<file path="src/rtl/vuop_pkg.sv">
package vuop_pkg;
    localparam int REG_W     = 5;
    localparam int MAX_SRC   = 4;
    localparam int SRC_CNT_W = 3;
    localparam int ELOG_W    = 3;

    typedef enum logic [2:0] {
        SEQ_NONE     = 3'd0,
        SEQ_ARITH    = 3'd1,
        SEQ_ONE_DST  = 3'd2,
        SEQ_WIDE     = 3'd3,
        SEQ_MAC      = 3'd4,
        SEQ_MAC_WIDE = 3'd5
    } seq_mode_e;

    typedef struct packed {
        logic [MAX_SRC*REG_W-1:0] srcs;
        logic [SRC_CNT_W-1:0]     src_cnt;
        logic [REG_W-1:0]         dst;
    } uop_ops_t;

    function automatic logic mode_legal(logic [2:0] m);
        return (m >= SEQ_ARITH) && (m <= SEQ_MAC_WIDE);
    endfunction

    function automatic logic mode_wide(logic [2:0] m);
        return (m == SEQ_WIDE) || (m == SEQ_MAC_WIDE);
    endfunction

    function automatic logic mode_mac(logic [2:0] m);
        return (m == SEQ_MAC) || (m == SEQ_MAC_WIDE);
    endfunction
endpackage

</file>
<file path="src/rtl/vuop_plan.sv">
module vuop_plan
    import vuop_pkg::*;
#(
    parameter int VREG_BYTES = 16,
    parameter int VL_W       = 8,
    localparam int UIDX_W    = VL_W + 2,
    localparam int LOG_EPU0  = $clog2(VREG_BYTES)
) (
    input  logic [2:0]           mode,
    input  logic [1:0]           sew,
    input  logic [VL_W-1:0]      vlmax,
    input  logic [SRC_CNT_W-1:0] src_cnt,
    output logic [ELOG_W-1:0]    elog,
    output logic [UIDX_W-1:0]    total,
    output logic                 bad
);
    logic [UIDX_W-1:0] rounded;
    logic [UIDX_W-1:0] base;

    always_comb begin
        elog    = ELOG_W'(LOG_EPU0 - int'(sew));
        rounded = UIDX_W'(vlmax) + (UIDX_W'(1) << elog) - UIDX_W'(1);
        base    = rounded >> elog;
        total   = mode_wide(mode) ? (base << 1) : base;
        bad     = !mode_legal(mode) || (base == '0)
                  || (src_cnt > SRC_CNT_W'(MAX_SRC))
                  || (mode_mac(mode) && (src_cnt >= SRC_CNT_W'(MAX_SRC)));
    end
endmodule

</file>
<file path="src/rtl/vuop_operands.sv">
module vuop_operands
    import vuop_pkg::*;
(
    input  logic [2:0]               mode,
    input  logic [REG_W-1:0]         idx_lo,
    input  logic [MAX_SRC*REG_W-1:0] srcs_i,
    input  logic [SRC_CNT_W-1:0]     cnt_i,
    input  logic [REG_W-1:0]         dst_i,
    output uop_ops_t                 ops_o
);
    logic [REG_W-1:0] soff;
    logic [REG_W-1:0] dst_step;
    logic             mac;

    always_comb begin
        mac      = mode_mac(mode);
        soff     = mode_wide(mode) ? {idx_lo[REG_W-1:1], 1'b0} : idx_lo;
        dst_step = (mode == SEQ_ONE_DST) ? dst_i : dst_i + idx_lo;
    end

    for (genvar k = 0; k < MAX_SRC; k++) begin : g_slot
        always_comb begin
            if (SRC_CNT_W'(k) < cnt_i)
                ops_o.srcs[k*REG_W +: REG_W] = srcs_i[k*REG_W +: REG_W] + soff;
            else if (mac && (SRC_CNT_W'(k) == cnt_i))
                ops_o.srcs[k*REG_W +: REG_W] = dst_step;
            else
                ops_o.srcs[k*REG_W +: REG_W] = '0;
        end
    end

    assign ops_o.dst     = dst_step;
    assign ops_o.src_cnt = mac ? cnt_i + 1'b1 : cnt_i;
endmodule

</file>
<file path="src/rtl/vuop_seq.sv">
module vuop_seq
    import vuop_pkg::*;
#(
    parameter int VREG_BYTES = 16,
    parameter int VL_W       = 8,
    parameter int CNT_W      = 16,
    localparam int UIDX_W    = VL_W + 2,
    localparam int SRC_BUS_W = MAX_SRC * REG_W
) (
    input  logic                 clk,
    input  logic                 rst,
    input  logic                 flush,
    input  logic                 in_valid,
    output logic                 in_ready,
    input  logic [2:0]           in_mode,
    input  logic [1:0]           in_sew,
    input  logic [VL_W-1:0]      in_vl,
    input  logic [VL_W-1:0]      in_vlmax,
    input  logic                 in_ta,
    input  logic [SRC_CNT_W-1:0] in_src_cnt,
    input  logic [SRC_BUS_W-1:0] in_srcs,
    input  logic [REG_W-1:0]     in_dst,
    output logic                 out_valid,
    input  logic                 out_ready,
    output logic [UIDX_W-1:0]    out_idx,
    output logic [SRC_BUS_W-1:0] out_srcs,
    output logic [SRC_CNT_W-1:0] out_src_cnt,
    output logic [REG_W-1:0]     out_dst,
    output logic                 out_tail,
    output logic                 out_ta,
    output logic                 out_last,
    output logic                 err,
    output logic [CNT_W-1:0]     uop_count
);
    localparam int LOG_EPU0 = $clog2(VREG_BYTES);
    localparam int SPAN_W   = UIDX_W + LOG_EPU0 + 1;

    logic                 busy_q;
    logic [UIDX_W-1:0]    idx_q, total_q;
    logic [2:0]           mode_q;
    logic [ELOG_W-1:0]    elog_q;
    logic [VL_W-1:0]      vl_q;
    logic                 ta_q;
    logic [SRC_CNT_W-1:0] cnt_q;
    logic [SRC_BUS_W-1:0] srcs_q;
    logic [REG_W-1:0]     dst_q;
    logic                 err_q;
    logic [CNT_W-1:0]     count_q;

    logic [ELOG_W-1:0]    plan_elog;
    logic [UIDX_W-1:0]    plan_total;
    logic                 plan_bad;
    uop_ops_t             ops;
    logic                 take_in, take_out, last_now;
    logic [SPAN_W-1:0]    span;

    vuop_plan #(.VREG_BYTES(VREG_BYTES), .VL_W(VL_W)) u_plan (
        .mode(in_mode), .sew(in_sew), .vlmax(in_vlmax), .src_cnt(in_src_cnt),
        .elog(plan_elog), .total(plan_total), .bad(plan_bad)
    );

    vuop_operands u_ops (
        .mode(mode_q), .idx_lo(idx_q[REG_W-1:0]), .srcs_i(srcs_q),
        .cnt_i(cnt_q), .dst_i(dst_q), .ops_o(ops)
    );

    always_comb begin
        in_ready  = !busy_q && !flush;
        out_valid = busy_q && !flush;
        take_in   = in_valid && in_ready;
        take_out  = out_valid && out_ready;
        last_now  = (idx_q == total_q - 1'b1);
        span      = SPAN_W'(idx_q + 1'b1) << elog_q;
    end

    always_ff @(posedge clk) begin
        if (rst) begin
            busy_q  <= 1'b0;
            idx_q   <= '0;
            total_q <= '0;
            mode_q  <= '0;
            elog_q  <= '0;
            vl_q    <= '0;
            ta_q    <= 1'b0;
            cnt_q   <= '0;
            srcs_q  <= '0;
            dst_q   <= '0;
            err_q   <= 1'b0;
            count_q <= '0;
        end else begin
            err_q <= take_in && plan_bad;
            if (flush) begin
                busy_q <= 1'b0;
                idx_q  <= '0;
            end else if (take_in && !plan_bad) begin
                busy_q  <= 1'b1;
                idx_q   <= '0;
                total_q <= plan_total;
                mode_q  <= in_mode;
                elog_q  <= plan_elog;
                vl_q    <= in_vl;
                ta_q    <= in_ta;
                cnt_q   <= in_src_cnt;
                srcs_q  <= in_srcs;
                dst_q   <= in_dst;
            end else if (take_out) begin
                if (last_now) begin
                    busy_q <= 1'b0;
                    idx_q  <= '0;
                end else begin
                    idx_q <= idx_q + 1'b1;
                end
            end
            if (take_out && (count_q != '1))
                count_q <= count_q + 1'b1;
        end
    end

    assign out_idx     = idx_q;
    assign out_srcs    = ops.srcs;
    assign out_src_cnt = ops.src_cnt;
    assign out_dst     = ops.dst;
    assign out_tail    = span > SPAN_W'(vl_q);
    assign out_ta      = ta_q;
    assign out_last    = last_now;
    assign err         = err_q;
    assign uop_count   = count_q;
endmodule

</file>
<file path="config.mk">
export PLATFORM = sky130hd
export DESIGN_NAME = vuop_seq
export DESIGN_NICKNAME = d
export VERILOG_FILES = /design/src/rtl/vuop_pkg.sv /design/src/rtl/vuop_plan.sv /design/src/rtl/vuop_operands.sv /design/src/rtl/vuop_seq.sv
export SDC_FILE = /design/constraint.sdc
export NUM_CORES = 1
export LEC_CHECK = 0
export ABC_AREA = 1
export BUFFER_PORTS_ARGS = -buffer_cell sky130_fd_sc_hd__buf_2
export CORE_AREA = 2 2 119 121
export CTS_CLUSTER_SIZE = 24
export DETAILED_ROUTE_END_ITERATION = 7
export DIE_AREA = 0 0 121 123
export PLACE_DENSITY_LB_ADDON = 0.25
export SLEW_MARGIN = 20
export SYNTH_ARGS = -nofsm -noshare
export SYNTH_HDL_FRONTEND = slang
export SYNTH_SLANG_ARGS = --single-unit
</file>
<file path="constraint.sdc">
create_clock -name clk -period 6.2 [get_ports clk]
set_clock_uncertainty 0.15 [all_clocks]
set_input_delay 1.24 -clock clk [delete_from_list [all_inputs] [get_ports clk]]
set_output_delay 1.24 -clock clk [all_outputs]
set_load 0.005 [all_outputs]
</file>
==> flow_summary_export.csv <==
group,metric,value,unit
clock_tree,cts_tree,"yes",
critical_path,cpMaxStageDelayCell,"dfxtp_1",
clock_tree,ctsHoldBuffers,0,
timing,final.min_clock_period,5.431,ns
yosys,ys_seq_area_share,23.92,%
grt,top_usage_layer,"met2",
cells_and_area,nFillCells,1385,
grt,grt_pass1_wl,27580,um
routing,vias,6657,
routing,drtIter0Drc,332,
power_and_ir_drop,power.density,187.9,nW/um2
critical_path,setup.worst_path.start_class,"flip-flop",
timing,tightest_slew,0.7904,ns
grt,grt_max_degree,75,
routing,drc,0,
worst_hold_path,min_from,"uop_count[14]$_SDFFE_PP0P_",
yosys,avgSynthCellArea,6.312,um2
yosys,synthTopCellsByCount,"nand2_1, nor2_1, inv_1",
timing,slew_headroom,46.75,%
yosys,synth_edf_count,0,
floorplan,die_width,121,um
routing,wl_per_cell,12.26,um
yosys,synth_cells,1074,
yosys,yosys.area.top_type,"dfxtp_1",
timing,tns,0,ns
yosys,yosysUniqueCellTypes,48,
power_and_ir_drop,p_leak,0.004107,uW
clock_tree,clk_pin_slew,0.06,ns
clock_tree,h-tree-depth,3,
floorplan,fp.coreArea,13610,um2
critical_path,critPathMaxFanout,11,
clock_tree,cts_post_setup_buffers_inserted,0,
clock_tree,clock-sinks,81,
floorplan,die_area,14880,um2
critical_path,crit_path_end_kind,"output port",
timing,fmax,184.1,MHz
timing,fin_crit_sh,87.60,%
flow_run,cap_violations,0,
critical_path,timing.rr.end,"uop_count[15]$_SDFFE_PP0P_",
yosys,async_reset_ff_share,0,%
grt,track_usage,22.79,%
yosys,synth_top_area_share,23.92,%
run_status,outcome,"finished, final reports clean",
timing,drv_slew,0,
worst_hold_path,hold_depth,2,
routing,viasPerCell,4.920,
power_and_ir_drop,irDropWorstVdd,0.1258,mV
routing,ant_nets,0,
placement,dpl.hpwl,12560,um
critical_path,path_cells,"inv_1 > nor4_1 > nand3_1 > nand2_1 > nand2_1 > o21ai_0 > o21ai_0 > nand2_1 > o21ai_0 > ha_1 > nand2_1 > nor2_1 > nand2_1 > o211ai_1 > a21oi_1 > or2_2 > nand2_1 > nor2_1 > nand3_1 > buf_2",
critical_path,r2r-start,"busy_q$_SDFFE_PP0P_",
worst_hold_path,min_delay_worst_endpoint,"uop_count[14]$_SDFFE_PP0P_",
floorplan,rows,43,
clock_tree,clock_latency,0.35,ns
yosys,ys_top_cells_by_area,"dfxtp_1, nand2_1, ha_1",
grt,grt_pass1_vias,6081,
cells_and_area,diodes,0,
yosys,synth_area,6779,um2
routing,routed_wl,16590,um
clock_tree,cts_resized,0,
critical_path,cpMostUsedCell,"nand2_1",
cells_and_area,area_delta_synth_final,13.47,%
power_and_ir_drop,finalPower,1446,uW
critical_path,arrival,4.04,ns
worst_hold_path,hp-class,"reg2reg",
routing,firstDrtPassIters,5,
clock_tree,clockBufferDepth,2,
yosys,synth_ff_type,"dfxtp_1",
critical_path,required,4.81,ns
clock_tree,clock-root-buffer,"clkbuf_16",
grt,grt_antenna_before_repair,0,
floorplan,initial_utilization,49.80,%
grt,grtUsageMet3,4.705,%
grt,grt_use_met1,29.71,%
cells_and_area,drive_gt1_share,14.92,%
timing,finalHoldViolCount,0,
placement,gp_congestion,0.8530,
grt,use_met2,38.38,%
clock_tree,cts_inserted_buffers,9,
critical_path,cpPeakStageDelay,0.67,ns
yosys,yosysWarnings,0,
floorplan,die_y,123,um
yosys,syn_nets,1191,
yosys,yosysMostFrequentCell,"nand2_1",
timing,rsz0062_at_grt,"no",
floorplan,ioPinCount,115,
critical_path,r2r_slack,3.32,ns
placement,io_buffers,114,
timing,whs,0.3438,ns
timing,setup_violations,0,
cells_and_area,nets,1286,
critical_path,r2r_cells,13,
grt,grt-ovfl-total,0,
yosys,synth_seq_cells,81,
critical_path,criticalPathCategory,"reg2out",
-- logic make-up (layout without fill, tap and decap cells) --
logic type / count (synthesis) / in the layout / synth area share, %
simple gates: 557 / 557 / 35.60
buf+inv: 200 / 299 / 12.26
compound gates: 136 / 136 / 11.24
flops: 81 / 81 / 23.92
fa+ha+maj: 62 / 62 / 12.11
xor+xnor: 35 / 35 / 4.522
mux: 2 / 2 / 0.2953
other cells: 1 / 1 / 0.05532
-- worst max-delay path by stage --
stage	to	depth (start not counted)	slack, ns	start
2_1_floorplan	cnt_q[0]$_SDFFE_PP0P_	24	1.67	in_sew[0]
3_3_place_gp	total_q[2]$_SDFFE_PP0P_	22	0.73	in_sew[0]
3_5_place_dp	vl_q[4]$_SDFFE_PP0P_	22	0.63	in_sew[0]
4_1_cts	out_tail	20	0.73	out_idx[1]$_SDFFE_PP0P_
5_1_grt	total_q[2]$_SDFFE_PP0P_	22	0.45	in_sew[0]
6_report	out_tail	20	0.77	out_idx[1]$_SDFFE_PP0P_
-- registers in the layout, indices dropped and copies added (netlist names), 3 cells and up --
register   flops
elog_q         3
cnt_q          3
dst_q          5
uop_count     16
total_q       10
mode_q         3
out_idx       10
vl_q           8
srcs_q        20
-- cell usage in the layout, fill, tap and decap left out, drive strengths merged --
cell type and count:
o21a 2, clkinv 6, nor2 181, dfxtp 81, o311a 1, a31oi 5
a22oi 7, nand4 9, o211ai 2, a21o 1, nor4 1, bufinv 1
inv 165, nor3b 3, buf 117, mux2i 2, o21ai 73, nor3 15
conb 1, o21bai 2, xnor2 11, ha 56, nand3 77, o22ai 8
o32ai 1, fa 6, or2 8, a21oi 32, o211a 1, clkbuf 10
nand2 263, xor2 24, o31ai 1
-- stage by stage --
step	util [%]	setup WS, ns	cell area [um2]	std cells
floorplan	-	1.672	6779	1074
global placement	54.41	0.7294	7406	1338
detailed placement	54.41	0.6296	7406	1338
CTS	56.51	0.7296	7692	1353
global route	56.51	0.4456	7692	1353
finish	56.51	0.7685	7692	1353
-- metal layers --
| layer | vias up | wire, um |
|---|---|---|
| met5 | - | 0 |
| met4 | 0 | 184 |
| met3 | 16 | 803 |
| met2 | 143 | 7804 |
| met1 | 2929 | 7799 |
| li1 | 3569 | - |
-- worst max-delay path: cells and delay by family, from the launching register on --
kind                       cells  cell delay (ns)
DFF                            1             0.67
adders and majority gates      1             0.31
and+or+nand+nor               12             1.66
AOI/OAI and AO/OA              5             0.53
buffers and inverters          2             0.52
-- power breakdown --
group          leakage [uW]  total (uW)  switching (uW)  internal [uW]
sequential         0.000658         554            15.0            539
combinational       0.00331         362             226            135
clock              0.000142         530             220            310
total               0.00411        1450             461            985
-- layout make-up --
cell class / count / area [um2] / area share, %
Clock inverter: 5 / 57.56 / 0.7482
Tap cell: 180 / 225.2 / 2.928
Timing Repair Buffer: 117 / 605.6 / 7.872
Sequential cell: 81 / 1622 / 21.08
Multi-Input combinational cell: 793 / 4327 / 56.25
Clock buffer: 10 / 229.0 / 2.977
Inverter: 167 / 626.9 / 8.149
(Power assumes the default switching activity.)
